<file path="config.mk">
export PLATFORM = sky130hd
export DESIGN_NAME = int_entry_seq
export DESIGN_NICKNAME = d
export VERILOG_FILES = /design/src/rtl/int_seq_pkg.sv /design/src/rtl/nmi_edge_latch.sv /design/src/rtl/int_arbiter.sv /design/src/rtl/int_seq_fsm.sv /design/src/rtl/int_entry_seq.sv
export SDC_FILE = /design/constraint.sdc
export NUM_CORES = 1
export LEC_CHECK = 0
export ABC_AREA = 1
export BUFFER_PORTS_ARGS = -buffer_cell sky130_fd_sc_hd__buf_4
export CORE_MARGIN = 5
export CORE_UTILIZATION = 39
export CTS_CLUSTER_SIZE = 25
export DETAILED_ROUTE_END_ITERATION = 7
export PLACE_DENSITY_LB_ADDON = 0.05
export SLEW_MARGIN = 20
export SYNTH_ARGS = -nofsm -noshare
export SYNTH_HDL_FRONTEND = slang
export SYNTH_SLANG_ARGS = --single-unit
</file>
<file path="constraint.sdc">
create_clock -name clk -period 1.9 [get_ports clk]
set_clock_uncertainty 0.2 [all_clocks]
set_input_delay 0.095 -clock clk [delete_from_list [all_inputs] [get_ports clk]]
set_output_delay 0.095 -clock clk [all_outputs]
set_load 0.02 [all_outputs]
</file>
<file path="src/rtl/int_seq_pkg.sv">
package int_seq_pkg;
  typedef enum logic [1:0] {
    K_IRQ = 2'd0,
    K_NMI = 2'd1,
    K_RTI = 2'd2
  } seq_kind_e;

  typedef enum logic [3:0] {
    S_IDLE   = 4'd0,
    S_WAIT   = 4'd1,
    S_PUSH_H = 4'd2,
    S_PUSH_L = 4'd3,
    S_PUSH_P = 4'd4,
    S_VEC_L  = 4'd5,
    S_VEC_H  = 4'd6,
    S_POP_P  = 4'd7,
    S_POP_L  = 4'd8,
    S_POP_H  = 4'd9,
    S_LOAD   = 4'd10
  } seq_state_e;
endpackage

</file>
<file path="src/rtl/nmi_edge_latch.sv">
module nmi_edge_latch (
  input  logic clk,
  input  logic rst_n,
  input  logic nmi_n,
  input  logic clear,
  output logic pending
);
  logic prev_q;
  logic fall;

  assign fall = prev_q & ~nmi_n;

  always_ff @(posedge clk) begin
    if (!rst_n) begin
      prev_q  <= 1'b1;
      pending <= 1'b0;
    end else begin
      prev_q <= nmi_n;
      // a new edge beats a clear in the same cycle so it is never lost
      if (fall)       pending <= 1'b1;
      else if (clear) pending <= 1'b0;
    end
  end
endmodule

</file>
<file path="src/rtl/int_arbiter.sv">
module int_arbiter (
  input  logic nmi_pend,
  input  logic irq_n,
  input  logic mask_flag,
  output logic take,
  output logic take_nmi
);
  logic irq_ok;

  assign irq_ok   = ~irq_n & ~mask_flag;
  assign take_nmi = nmi_pend;
  assign take     = nmi_pend | irq_ok;
endmodule

</file>
<file path="src/rtl/int_seq_fsm.sv">
module int_seq_fsm
  import int_seq_pkg::*;
#(
  parameter int          PC_W     = 16,
  parameter int          D_W      = 8,
  parameter int          IDLE_CYC = 2,
  parameter int          I_BIT    = 2,
  parameter logic [15:0] IRQ_VEC  = 16'hFFFE,
  parameter logic [15:0] NMI_VEC  = 16'hFFFA,
  parameter logic [7:0]  STACK_HI = 8'h01
) (
  input  logic            clk,
  input  logic            rst_n,
  input  logic            start_int,
  input  logic            start_nmi,
  input  logic            start_rti,
  input  logic [PC_W-1:0] pc_in,
  input  logic [D_W-1:0]  p_in,
  input  logic [D_W-1:0]  sp_in,
  input  logic [D_W-1:0]  mem_rdata,
  output logic            busy,
  output logic            load_valid,
  output logic [PC_W-1:0] pc_out,
  output logic [D_W-1:0]  p_out,
  output logic [D_W-1:0]  sp_out,
  output logic [PC_W-1:0] mem_addr,
  output logic            mem_we,
  output logic            mem_re,
  output logic [D_W-1:0]  mem_wdata
);
  localparam int CW = (IDLE_CYC < 2) ? 1 : $clog2(IDLE_CYC + 1);
  localparam logic [CW-1:0] WAIT_LAST = CW'(IDLE_CYC - 1);
  localparam logic [D_W-1:0] IMASK = D_W'(1) << I_BIT;
  localparam logic [D_W-1:0] ONE = D_W'(1);
  localparam logic [D_W-1:0] TWO = D_W'(2);
  localparam logic [D_W-1:0] THREE = D_W'(3);

  seq_state_e      state_q, state_d;
  seq_kind_e       kind_q;
  logic [CW-1:0]   wcnt_q;
  logic [PC_W-1:0] pc_q;
  logic [D_W-1:0]  p_q;
  logic [D_W-1:0]  sp_q;
  logic [D_W-1:0]  lo_q;
  logic [PC_W-1:0] vec_base;

  assign vec_base = (kind_q == K_NMI) ? NMI_VEC : IRQ_VEC;

  always_comb begin
    state_d = state_q;
    unique case (state_q)
      S_IDLE:   if (start_int) state_d = S_WAIT;
                else if (start_rti) state_d = S_POP_P;
      S_WAIT:   if (wcnt_q == WAIT_LAST) state_d = S_PUSH_H;
      S_PUSH_H: state_d = S_PUSH_L;
      S_PUSH_L: state_d = S_PUSH_P;
      S_PUSH_P: state_d = S_VEC_L;
      S_VEC_L:  state_d = S_VEC_H;
      S_VEC_H:  state_d = S_LOAD;
      S_POP_P:  state_d = S_POP_L;
      S_POP_L:  state_d = S_POP_H;
      S_POP_H:  state_d = S_LOAD;
      S_LOAD:   state_d = S_IDLE;
      default:  state_d = S_IDLE;
    endcase
  end

  always_ff @(posedge clk) begin
    if (!rst_n) begin
      state_q <= S_IDLE;
      kind_q  <= K_IRQ;
      wcnt_q  <= '0;
      pc_q    <= '0;
      p_q     <= '0;
      sp_q    <= '0;
      lo_q    <= '0;
    end else begin
      state_q <= state_d;
      if (state_q == S_IDLE && (start_int || start_rti)) begin
        pc_q   <= pc_in;
        p_q    <= p_in;
        sp_q   <= sp_in;
        wcnt_q <= '0;
        if (start_int) kind_q <= start_nmi ? K_NMI : K_IRQ;
        else           kind_q <= K_RTI;
      end
      if (state_q == S_WAIT) wcnt_q <= wcnt_q + CW'(1);
      // read data lands one cycle after its request
      if (state_q == S_VEC_H) lo_q <= mem_rdata;
      if (state_q == S_POP_L) p_q  <= mem_rdata;
      if (state_q == S_POP_H) lo_q <= mem_rdata;
    end
  end

  always_comb begin
    mem_addr  = '0;
    mem_we    = 1'b0;
    mem_re    = 1'b0;
    mem_wdata = '0;
    unique case (state_q)
      S_PUSH_H: begin
        mem_we    = 1'b1;
        mem_addr  = {STACK_HI, sp_q};
        mem_wdata = pc_q[PC_W-1:PC_W-D_W];
      end
      S_PUSH_L: begin
        mem_we    = 1'b1;
        mem_addr  = {STACK_HI, sp_q - ONE};
        mem_wdata = pc_q[D_W-1:0];
      end
      S_PUSH_P: begin
        mem_we    = 1'b1;
        mem_addr  = {STACK_HI, sp_q - TWO};
        mem_wdata = p_q;
      end
      S_VEC_L: begin
        mem_re   = 1'b1;
        mem_addr = vec_base;
      end
      S_VEC_H: begin
        mem_re   = 1'b1;
        mem_addr = vec_base + PC_W'(1);
      end
      S_POP_P: begin
        mem_re   = 1'b1;
        mem_addr = {STACK_HI, sp_q + ONE};
      end
      S_POP_L: begin
        mem_re   = 1'b1;
        mem_addr = {STACK_HI, sp_q + TWO};
      end
      S_POP_H: begin
        mem_re   = 1'b1;
        mem_addr = {STACK_HI, sp_q + THREE};
      end
      default: ;
    endcase
  end

  assign busy       = (state_q != S_IDLE);
  assign load_valid = (state_q == S_LOAD);

  always_comb begin
    pc_out = '0;
    p_out  = '0;
    sp_out = '0;
    if (state_q == S_LOAD) begin
      pc_out = {mem_rdata, lo_q};
      if (kind_q == K_RTI) begin
        p_out  = p_q;
        sp_out = sp_q + THREE;
      end else begin
        // disable flag set only after the unmodified byte went to the stack
        p_out  = p_q | IMASK;
        sp_out = sp_q - THREE;
      end
    end
  end
endmodule

</file>
<file path="src/rtl/int_entry_seq.sv">
module int_entry_seq #(
  parameter int          IDLE_CYC = 2,
  parameter int          I_BIT    = 2,
  parameter logic [15:0] IRQ_VEC  = 16'hFFFE,
  parameter logic [15:0] NMI_VEC  = 16'hFFFA,
  parameter logic [7:0]  STACK_HI = 8'h01
) (
  input  logic        clk,
  input  logic        rst_n,
  input  logic        irq_n,
  input  logic        nmi_n,
  input  logic        boundary,
  input  logic        rti_start,
  input  logic [15:0] pc_in,
  input  logic [7:0]  p_in,
  input  logic [7:0]  sp_in,
  output logic        busy,
  output logic        load_valid,
  output logic [15:0] pc_out,
  output logic [7:0]  p_out,
  output logic [7:0]  sp_out,
  output logic [15:0] mem_addr,
  output logic        mem_we,
  output logic        mem_re,
  output logic [7:0]  mem_wdata,
  input  logic [7:0]  mem_rdata
);
  logic nmi_pend;
  logic take, take_nmi;
  logic start_int, start_rti;

  assign start_int = boundary & take & ~busy;
  assign start_rti = rti_start & ~boundary & ~busy;

  nmi_edge_latch u_nmi (
    .clk     (clk),
    .rst_n   (rst_n),
    .nmi_n   (nmi_n),
    .clear   (start_int & take_nmi),
    .pending (nmi_pend)
  );

  int_arbiter u_arb (
    .nmi_pend  (nmi_pend),
    .irq_n     (irq_n),
    .mask_flag (p_in[I_BIT]),
    .take      (take),
    .take_nmi  (take_nmi)
  );

  int_seq_fsm #(
    .PC_W     (16),
    .D_W      (8),
    .IDLE_CYC (IDLE_CYC),
    .I_BIT    (I_BIT),
    .IRQ_VEC  (IRQ_VEC),
    .NMI_VEC  (NMI_VEC),
    .STACK_HI (STACK_HI)
  ) u_fsm (
    .clk        (clk),
    .rst_n      (rst_n),
    .start_int  (start_int),
    .start_nmi  (take_nmi),
    .start_rti  (start_rti),
    .pc_in      (pc_in),
    .p_in       (p_in),
    .sp_in      (sp_in),
    .mem_rdata  (mem_rdata),
    .busy       (busy),
    .load_valid (load_valid),
    .pc_out     (pc_out),
    .p_out      (p_out),
    .sp_out     (sp_out),
    .mem_addr   (mem_addr),
    .mem_we     (mem_we),
    .mem_re     (mem_re),
    .mem_wdata  (mem_wdata)
  );
endmodule

</file>
# Word level (Yosys, flattened, before mapping)
# Index checks and enable logic that the tools add are counted.
# W data, S select, Z words.
[op_classes] add_sub_neg=8 n_mul=0 div=0 magnitude_cmp=0 n_eq_ne=15 shift=0 n_mux=24 bitwise_logic=13 reduce_logical=12
[ops] cell="$pmux W16 S8" count=1
[ops] cell="$mux W8" count=7
[ops] cell="$pmux W4 S9" count=1
[ops] cell="$pmux W8 S3" count=1
[ops] cell="$add A16 B1 Y16 const B" count=1
[ops] cell="$add A8 B2 Y8 const B" count=2
[ops] cell="$eq A4 B3 Y1 const B" count=4
[ops] cell="$mux W16" count=1
[ops] cell="$sub A8 B2 Y8 const B" count=2
[ops] cell="$eq A4 B4 Y1 const B" count=3
[ops] cell="$mux W4" count=3
[ops] cell="$add A8 B1 Y8 const B" count=1
[ops] cell="$eq A4 B2 Y1 const B" count=2
[ops] cell="$reduce_bool A2 Y1" count=4
[ops] cell="$sub A8 B1 Y8 const B" count=1
[ops] cell="$and A1 B1 Y1" count=7
[ops] cell="$mux W2" count=3
[ops] cell="$mux W3" count=2
[ops] cell="$mux W1" count=5
[ops] cell="$not A1 Y1" count=5
[ops] cell="$reduce_or A5 Y1" count=1
[ops] cell="$eq A2 B1 Y1 const B" count=2
[ops] cell="$eq A4 B1 Y1 const B" count=1
[ops] cell="$logic_not A4 Y1" count=1
[ops] cell="11 further kinds" count=11
[word_totals] reg_bits=50 latch_bits=0 ramBits=0 mem_bits_ro=0 input_bits=46 output_inout_bits=60 word_cells=81 memories=0

# Longest topological paths before layout
# Gate-level depths: netlist of run 1.
[logic_depth] word_depth=9 depth_mapped=12 ltp_nobuf=12

# Cells and area by module
# Synthesis of run 1 repeated with hierarchy kept, for this count alone.
[unflattened] hier_cells=591 hier_area_um2=3633.5
[modules_own_cells] module="int_seq_fsm" n_inst=1 cells_each=574 area_each_um2=3520.9
[modules_own_cells] module="nmi_edge_latch" n_inst=1 cells_each=8 area_each_um2=65.1
[modules_own_cells] module="int_entry_seq" n_inst=1 cells_each=6 area_each_um2=27.5
[modules_own_cells] module="int_arbiter" n_inst=1 cells_each=3 area_each_um2=20.0

# Worst setup path before layout of run 1
# No wires, ideal clock.
[synth_timing] path_type="reg2out" from="reg u_fsm.state_q[2]" to="out mem_addr[2]" arrival_ns=1.899 path_slack_ns=-0.294 stages_incl_launch_ff=10 path_buffers=0 path_cell_list="dfxtp_1 -> nand2_1 -> nor2_1 -> inv_1 -> ha_1 -> or2_2 -> nand3_1 -> nand2_1 -> a21oi_1 -> nand3_1"
[synth_via] elab_chain_cells=2 word_cells_on_any_way=9 classes_between="8 x eq/ne; 1 x mux"
[synth_rtl] element="start, declared" line="int_seq_fsm.sv:38" rtl="seq_state_e state_q, state_d;"
[synth_rtl] element="start signal, assigned" line="int_seq_fsm.sv:78" rtl="state_q <= state_d;"
[synth_rtl] element="$eq A4 B4 Y1 (tied with other cells)" line="int_seq_fsm.sv:100" rtl="unique case (state_q)"
[synth_rtl] element="$pmux W16 S8 (*)" line="int_seq_fsm.sv:100"
[synth_rtl] element="end, declared" line="int_entry_seq.sv:22" rtl="output logic [15:0] mem_addr,"
# Mark *: on every way between the ends. The rest lies on a longest branch, timed or not.

# Worst setup path after layout of run 1
[layout_timing] from="reg u_fsm.state_q[1]" to="out mem_addr[5]"
# The elaborated chain is that of the path after synthesis.

==> results of run 1 <==
==> sequential cells by signal, summed over array words and instances (netlist names) <==
signal / flops
u_fsm.lo_q: 8
u_fsm.p_q: 8
u_nmi.prev_q: 1
u_fsm.state_q: 4
u_nmi.pending: 1
u_fsm.wcnt_q: 2
u_fsm.kind_q: 2
u_fsm.pc_q: 16
u_fsm.sp_q: 8
==> cell type report <==
cell class,instances,share of cell area (%)
clock buffer,5,0.992
clock inverter,3,0.325
inverter,85,5.59
multi-input combinational,441,43.2
sequential,50,14.7
tap,129,2.33
timing repair buffer,227,32.4
timing repair inverter,2,0.469
==> through the flow <==
| step | setup WS [ns] | std cells | hold WS (ns) | util, % | power [uW] |
|---|---|---|---|---|---|
| 2_1_floorplan | -0.0418 | 606 | 0.0114 | - | 4400 |
| 3_3_place_gp | -0.170 | 858 | 0.0961 | 54.3 | 5920 |
| 3_5_place_dp | -0.192 | 858 | 0.103 | 54.3 | 5980 |
| 4_1_cts | -0.440 | 928 | 0.0147 | 67.1 | 7440 |
| 5_1_grt | -0.552 | 942 | 0.0784 | 75.1 | 9010 |
| 6_report | -0.467 | 942 | 0.0334 | 75.1 | 8430 |
==> power groups by stage <==
stage | Combinational, uW | Sequential [uW] | Clock [uW]
final | 6110 | 1640 | 675
after global placement | 4340 | 1580 | 0
after CTS | 5160 | 1600 | 683
after detailed placement | 4390 | 1590 | 0
after floorplan | 2840 | 1560 | 0
after global routing | 6610 | 1670 | 728
==> cells by family (layout without fill, tap and decap cells) <==
group	count (synthesis)	count (layout)	share of synthesized area, %
XOR/XNOR	10	10	2.37
adder cells (fa/ha/maj)	19	19	6.85
buffers and inverters	115	322	13.4
AO/OA/AOI/OAI	104	104	14.8
AND/OR/NAND/NOR	308	308	35.4
flip-flops	50	50	27.1
==> path summary, 6_finish.rpt <==
kind,start,to
min reg2reg,u_nmi.prev_q$_SDFF_PN1_,u_nmi.pending$_SDFFE_PN0P_
min,rst_n,u_fsm.state_q[0]$_SDFFE_PN0P_
max reg2reg,u_fsm.state_q[0]$_SDFFE_PN0P_,u_fsm.pc_q[14]$_SDFFE_PN0P_
max,u_fsm.state_q[1]$_SDFFE_PN0P_,mem_addr[5]
==> worst min-delay path, delay by kind of cell <==
family                 cells  cell delay [ns]
AND/OR/NAND/NOR            1             0.15
buffers and inverters      2             0.26
==> synth_stat cells, types with 4 or more instances <==
master    instances
a21oi_1          38
buf_2             8
buf_4            10
clkbuf_1          9
dfxtp_1          50
ha_1             17
inv_1            81
inv_2             4
nand2_1         134
nand2_2           4
nand3_1          41
nand4_1          18
nor2_1           98
nor2_2            4
o211ai_1          7
o21ai_0          51
o21ai_1           4
or2_2             4
xor2_1            8
==> metal layers <==
| layer | track usage (%) | vias up | share of wire [%] |
|---|---|---|---|
| li1 | - | 2348 | - |
| met1 | 27.7 | 2285 | 39 |
| met2 | 44.6 | 190 | 52 |
| met3 | 3.54 | 40 | 6.1 |
| met4 | 7.12 | 0 | 3.0 |
| met5 | 0 | - | 0 |
==> timing repair <==
| action | 4_1_cts | 5_1_grt |
|---|---|---|
| setup buffers | 20 | 11 |
| gates resized for setup | 135 | 177 |
| endpoints found under the setup margin | 57 | 96 |
| gates cloned | 0 | 6 |
| endpoints found under the hold margin | 43 | 0 |
| hold buffers | 44 | 0 |
| pin swaps | 28 | 32 |
==> key figures, run 1 <==
Placement
  • Gp weighted congestion: 0.922
  • Port-buffer cells: 105
  • DP HPWL: between 9000 and 10,000 um
  • Post-DP Area: roughly 5000 sq um

Routing
  • DRT iter0 DRCs: between 200 and 300
  • Wirelength per Cell: 16.4 um
  • Vias: 4,863
  • DRT Wirelength: ~15,000 um
  • 1st-pass router iterations: 5
  • DRC viols: 0
  • Post-DRT Antenna Nets: 0
  • Via-to-Cell Ratio: between 5 and 6

Cells and area
  • Commonest non-fill, non-tap cell in the layout: nand2_1
  • Multi-input logic area: ~3000 sq um
  • Net count, final: slightly below 900
  • Filler cells: around 660
  • Layout area overhead: 87.9%
  • Share of layout cells above drive strength 1: a little over two fifths
  • Finished Cell Area: approximately 6900 sq um
  • Diodes inserted: 0
  • Reg area: 1020 sq um
  • Most frequent cells in the layout: nand2_1 (114), buf_4 (98), buf_6 (71), inv_1 (66), nor2_1 (63)

Job
  • Max-Cap Viols: 0

Setup path
  • Max Fanout on Critical Path: 7
  • CP peak stage delay: about 0.40 ns
  • Critical Path, Cell by Cell: nand2_4, nor2_4, inv_6, buf_6, ha_4, nand3_2, nand2_4, nand3_2, nand2_1, nand2_1, nand3_2, nand2_2, buf_6
  • CP Data Arrival Time: around 2.1 ns
  • Startpoint Class: flop
  • Worst reg2reg path depth: 13
  • Slowest-stage cell, CP: dfxtp_4
  • R2R setup slack: -0.35 ns
  • Worst path bufs/invs: 3
  • CP required: roughly 1.6 ns
  • Cell mode on critical path: nand3_2
  • Instance count on the critical path: 13
  • Critical path capture point type: output pin
  • CP top delay family: simple AND/OR/NAND/NOR gates
  • Setup Crit Path Kind: reg2out

GRT
  • Gr ovfl total: 0
  • Wire length of the first global-routing pass: approximately 22,000 um
  • Initial antenna violation count: 0
  • Vias in the first global route: 4,605
  • Largest net degree at the start of global routing: 35
  • Overall global routing resource usage: roughly a quarter

Timing
  • Max Slew Vio Count: 0
  • Endpoints failing setup: 100
  • Fin crit share: 125%
  • Worst setup margin: -0.467 ns
  • Worst slew pin tran: about 0.48 ns
  • RSZ-0062 raised after global routing: yes
  • Min Tclk post-route: around 2.4 ns
  • Worst rel slew slack: 67.7%
  • Fmax: between 0.4 and 0.5 GHz
  • Setup tns final: -24.54 ns
  • Final Hold Fails: 0

Min path
  • Hold Crit Depth: 3
  • Worst min path class: in2reg

Logic synthesis
  • Post-Synthesis Cell Area: 3690 sq um
  • Area contributors post-synth: dfxtp_1 (27%), nand2_1 (14%), nor2_1 (10%), inv_1 (8.2%), o21ai_0 (6.9%)
  • Yosys cell types: 31
  • Ys flop type: dfxtp_1
  • #FFs+latches synth: 50
  • Post-synth top area share: between 20% and 30%
  • Gate Count Post-Synth: roughly 600
  • Post-synth EDFFs: 0
  • Post-synth top area cell: dfxtp_1
  • Ys Warns: 0
  • Avg Cell Area, Syn: just over 6 sq um
  • Post-Syn Nets: 671
  • Sequential area share after synthesis: between 20% and 30%
  • Ys async rst share: 0%

Pwr
  • Clk pwr share: under 10%
  • Internal: roughly 4300 uW
  • Leakage power: 0.00317 uW
  • Sw Share: about half
  • Net switching power: 4100 uW
  • Combinational power share: 72.5%
  • Max IR drop VDD: 0.000556 V
  • Part of the power in registers: about a fifth
  • PD cells: approximately 1200 nW/um^2

Clocking
  • Clock Latency Late Sink: 0.31 ns
  • Worst-path clk slew: roughly 0.10 ns
  • Htree depth: 2
  • CTS Buffer Depth: 2
  • CTS root buffer: clkbuf_8
  • CTS tree: built
  • CTS buffer count: 5
  • CTS sink count: 50

Die
  • # rows: 35
  • Die boundary width: around 110 um
  • DIE HEIGHT: 107 um
  • Core area: ~9200 sq um
  • Die footprint: 11,500 sq um
  • Starting Density: about 40%
  • I/O pins: roughly 110

Run status
  • Outcome: finished with violations
  • Failing checks: setup timing
No activity file was read; power rests on OpenSTA's default activity.
==> inputs of run 2 (changes only) <==
--- a/config.mk
+++ b/config.mk
@@ -7,8 +7,10 @@
 export LEC_CHECK = 0
 export ABC_AREA = 1
 export BUFFER_PORTS_ARGS = -buffer_cell sky130_fd_sc_hd__buf_4
+export CELL_PAD_IN_SITES_DETAIL_PLACEMENT = 1
+export CELL_PAD_IN_SITES_GLOBAL_PLACEMENT = 1
 export CORE_MARGIN = 5
-export CORE_UTILIZATION = 39
+export CORE_UTILIZATION = 32
 export CTS_CLUSTER_SIZE = 25
 export DETAILED_ROUTE_END_ITERATION = 7
 export PLACE_DENSITY_LB_ADDON = 0.05
==> run 2 against run 1 <==
  * The run ends with hold timing, setup timing left
  * Total power grew 8.2%
  * Sequential power grew 2%
  * Non-clock buffer count shrank 12
  * Register-to-register slack gained 0.22 ns
  * Sequential share of layout area grew 0.18 points
  * Final cell count is the same
  * Combinational power grew 4.6%
  * Clock-buffer cell count grew 1
  * First-iteration DRC count shrank 20%
  * Hold slack lost 0.036 ns
==> key figures, run 2 (same netlist as run 1, synthesis figures left out) <==
Run status
  • Outcome: finished with violations
  • Failing checks: hold timing, setup timing

Pwr
  • Max IR drop VDD: 0.000826 V (+49%)
  • Final Power: 9120 uW (+8.2%)
  • Leakage power: 0.00315 uW (-0.65%)
  • PD cells: 1330 nW/um^2 (+9.4%)

Setup path
  • CP Data Arrival Time: 2.16 ns (+0.09 ns)
  • Worst reg2reg path depth: 11 (-2)
  • Max Fanout on Critical Path: 6 (-1)
  • Startpoint Class: flop
  • R2r endpoint: u_fsm.pc_q[5]$_SDFFE_PN0P_
  • Critical path capture point type: output pin
  • CP required: 1.60 ns (about the same)
  • Reg2Reg Launch Point: u_fsm.state_q[0]$_SDFFE_PN0P_
  • R2R setup slack: -0.13 ns (+0.22 ns)
  • Setup Crit Path Kind: reg2out

Die
  • # rows: 39 (+11%)
  • DIE HEIGHT: 117 um (+9.4%)
  • Starting Density: 32.5% (-7.5 points)
  • Die boundary width: 117 um (+9.4%)
  • Die footprint: 13,800 sq um (+20%)
  • I/O pins: 106 (unchanged)
  • Core area: 11,400 sq um (+23%)

Cells and area
  • Max FFs per register: 16 (unchanged)
  • Multi-input logic area: 3020 sq um (+0.84%)
  • Share of layout cells above drive strength 1: 44.3% (+0.39 points)
  • Most frequent cells in the layout: buf_4 (114), nand2_1 (111), inv_1 (71), nor2_1 (61), buf_6 (46)
  • Layout area overhead: 85.8%
  • Reg area: 1020 sq um (+0.12%)
  • Filler cells: 1,370 (+110%)
  • Register bank with the most flops: u_fsm.pc_q
  • Finished Cell Area: 6860 sq um (-1.1%)
  • Net count, final: 863 (-1.6%)
  • Commonest non-fill, non-tap cell in the layout: buf_4
  • Diodes inserted: 0 (unchanged)

GRT
  • Vias in the first global route: 4,975 (+8.0%)
  • Wire length of the first global-routing pass: 25,700 um (+15%)
  • Gr ovfl total: 0 (unchanged)
  • Largest net degree at the start of global routing: 35 (unchanged)
  • Initial antenna violation count: 0 (unchanged)
  • Overall global routing resource usage: 22.4% (-1.4 points)

Placement
  • Post-DP Area: 4990 sq um (-0.60%)
  • DP HPWL: 11,100 um (+16%)
  • Port-buffer cells: 105 (unchanged)
  • Dpl ws: -0.217 ns (-0.0254 ns)
  • Gp weighted congestion: 0.878 (-4.8%)

Timing
  • WHS: -0.00220 ns (-0.0356 ns)
  • Fin crit share: 129% (+4.5 points)
  • Max Slew Vio Count: 0 (unchanged)
  • Worst rel slew slack: 66.5% (-1.2 points)
  • Final Hold Fails: 1 (+1)
  • Setup tns final: -15.60 ns (+8.94 ns)
  • Endpoints failing setup: 85 (-15%)
  • Min Tclk post-route: 2.45 ns (+0.0853 ns)
  • RSZ-0062 raised after global routing: yes
  • Fmax: 0.408 GHz (-3.5%)
  • Worst slew pin tran: 0.503 ns (+0.0231 ns)
  • Worst setup margin: -0.552 ns (-0.0853 ns)

Routing
  • Vias: 4,861 (-0.041%)
  • Via-to-Cell Ratio: 5.16 (about the same)
  • DRT iter0 DRCs: 204 (-20%)
  • DRT Wirelength: 18,300 um (+18%)
  • 1st-pass router iterations: 4 (-1)
  • DRC viols: 0 (unchanged)
  • Wirelength per Cell: 19.4 um (+18%)
  • Post-DRT Antenna Nets: 0 (unchanged)

Job
  • Max-Cap Viols: 0 (unchanged)

Clocking
  • CTS sink count: 50 (unchanged)
  • CTS tree: built
  • CTS Buffer Depth: 2 (unchanged)
  • CTS buffer count: 5 (unchanged)
  • Clock Latency Late Sink: 0.29 ns (-0.02 ns)
  • Worst-path clk slew: 0.07 ns (-0.03 ns)
  • CTS root buffer: clkbuf_16
  • Htree depth: 2 (unchanged)

Min path
  • Hold Crit Depth: 5 (+2)
  • Hold EP: u_fsm.p_q[2]$_SDFFE_PN0P_
  • Hold Crit Start: p_in[2]
  • Worst min path class: in2reg
-- run 2: how the worst max path moves through the flow --
| stage | from | endpoint |
|---|---|---|
| after floorplan | u_fsm.state_q[1]$_SDFFE_PN0P_ | mem_addr[2] |
| after global placement | u_fsm.state_q[1]$_SDFFE_PN0P_ | mem_addr[2] |
| after detailed placement | u_fsm.state_q[0]$_SDFFE_PN0P_ | mem_addr[4] |
| after CTS | u_fsm.state_q[3]$_SDFFE_PN0P_ | mem_addr[2] |
| after global routing | u_fsm.state_q[3]$_SDFFE_PN0P_ | mem_addr[4] |
| final | u_fsm.state_q[3]$_SDFFE_PN0P_ | mem_addr[4] |
-- run 2: layer usage --
metal	wire, um	GRT usage [%]
met2	9930	42.0
met5	0	0
met3	758	3.46
met4	571	5.15
met1	7040	26.5
-- run 2: cell type report --
cell class              instances  share of cell area [%]
repair buffers                215                    30.8
flip-flops and latches         50                    14.9
clock inverters                 2                   0.529
inverters                      85                    5.34
multi-input cells             441                    44.0
well taps                     143                    2.61
clock buffers                   6                    1.88
-- run 2: stage by stage --
stage	cells	util, %	hold slack, ns
after detailed placement	869	43.9	0.102
after global routing	942	60.4	0.0358
after floorplan	606	-	0.0114
after CTS	930	53.6	0.000263
final	942	60.4	-0.00220
after global placement	869	43.9	0.0967
-- run 2: critical path, stage by stage, from the launching register on --
cell,delay [ns]
dfxtp_4,0.37
inv_6,0.08
nand2_4,0.06
nor2_4,0.12
clkinv_4,0.13
buf_6,0.16
ha_4,0.28
nand2_2,0.07
inv_2,0.07
nand2_2,0.05
nand2_2,0.09
a21oi_2,0.06
o21ai_2,0.06
nand3_2,0.10
buf_6,0.15
-- run 2: timing repair --
action / 4_1_cts / 5_1_grt
buffers inserted: 12 / 14
endpoints found under the setup margin: 55 / 96
pin swaps: 19 / 50
gates cloned: 3 / 3
hold buffers: 38 / 0
resized for setup: 97 / 180
hold endpoints to repair: 41 / 0
-- run 2: power breakdown --
part	total, uW	internal (uW)	leakage [uW]	switching, uW
sequential	1680	1360	0.000414	320
clock	1050	624	0.0000814	428
combinational	6390	2760	0.00265	3630
total	9120	4740	0.00315	4380
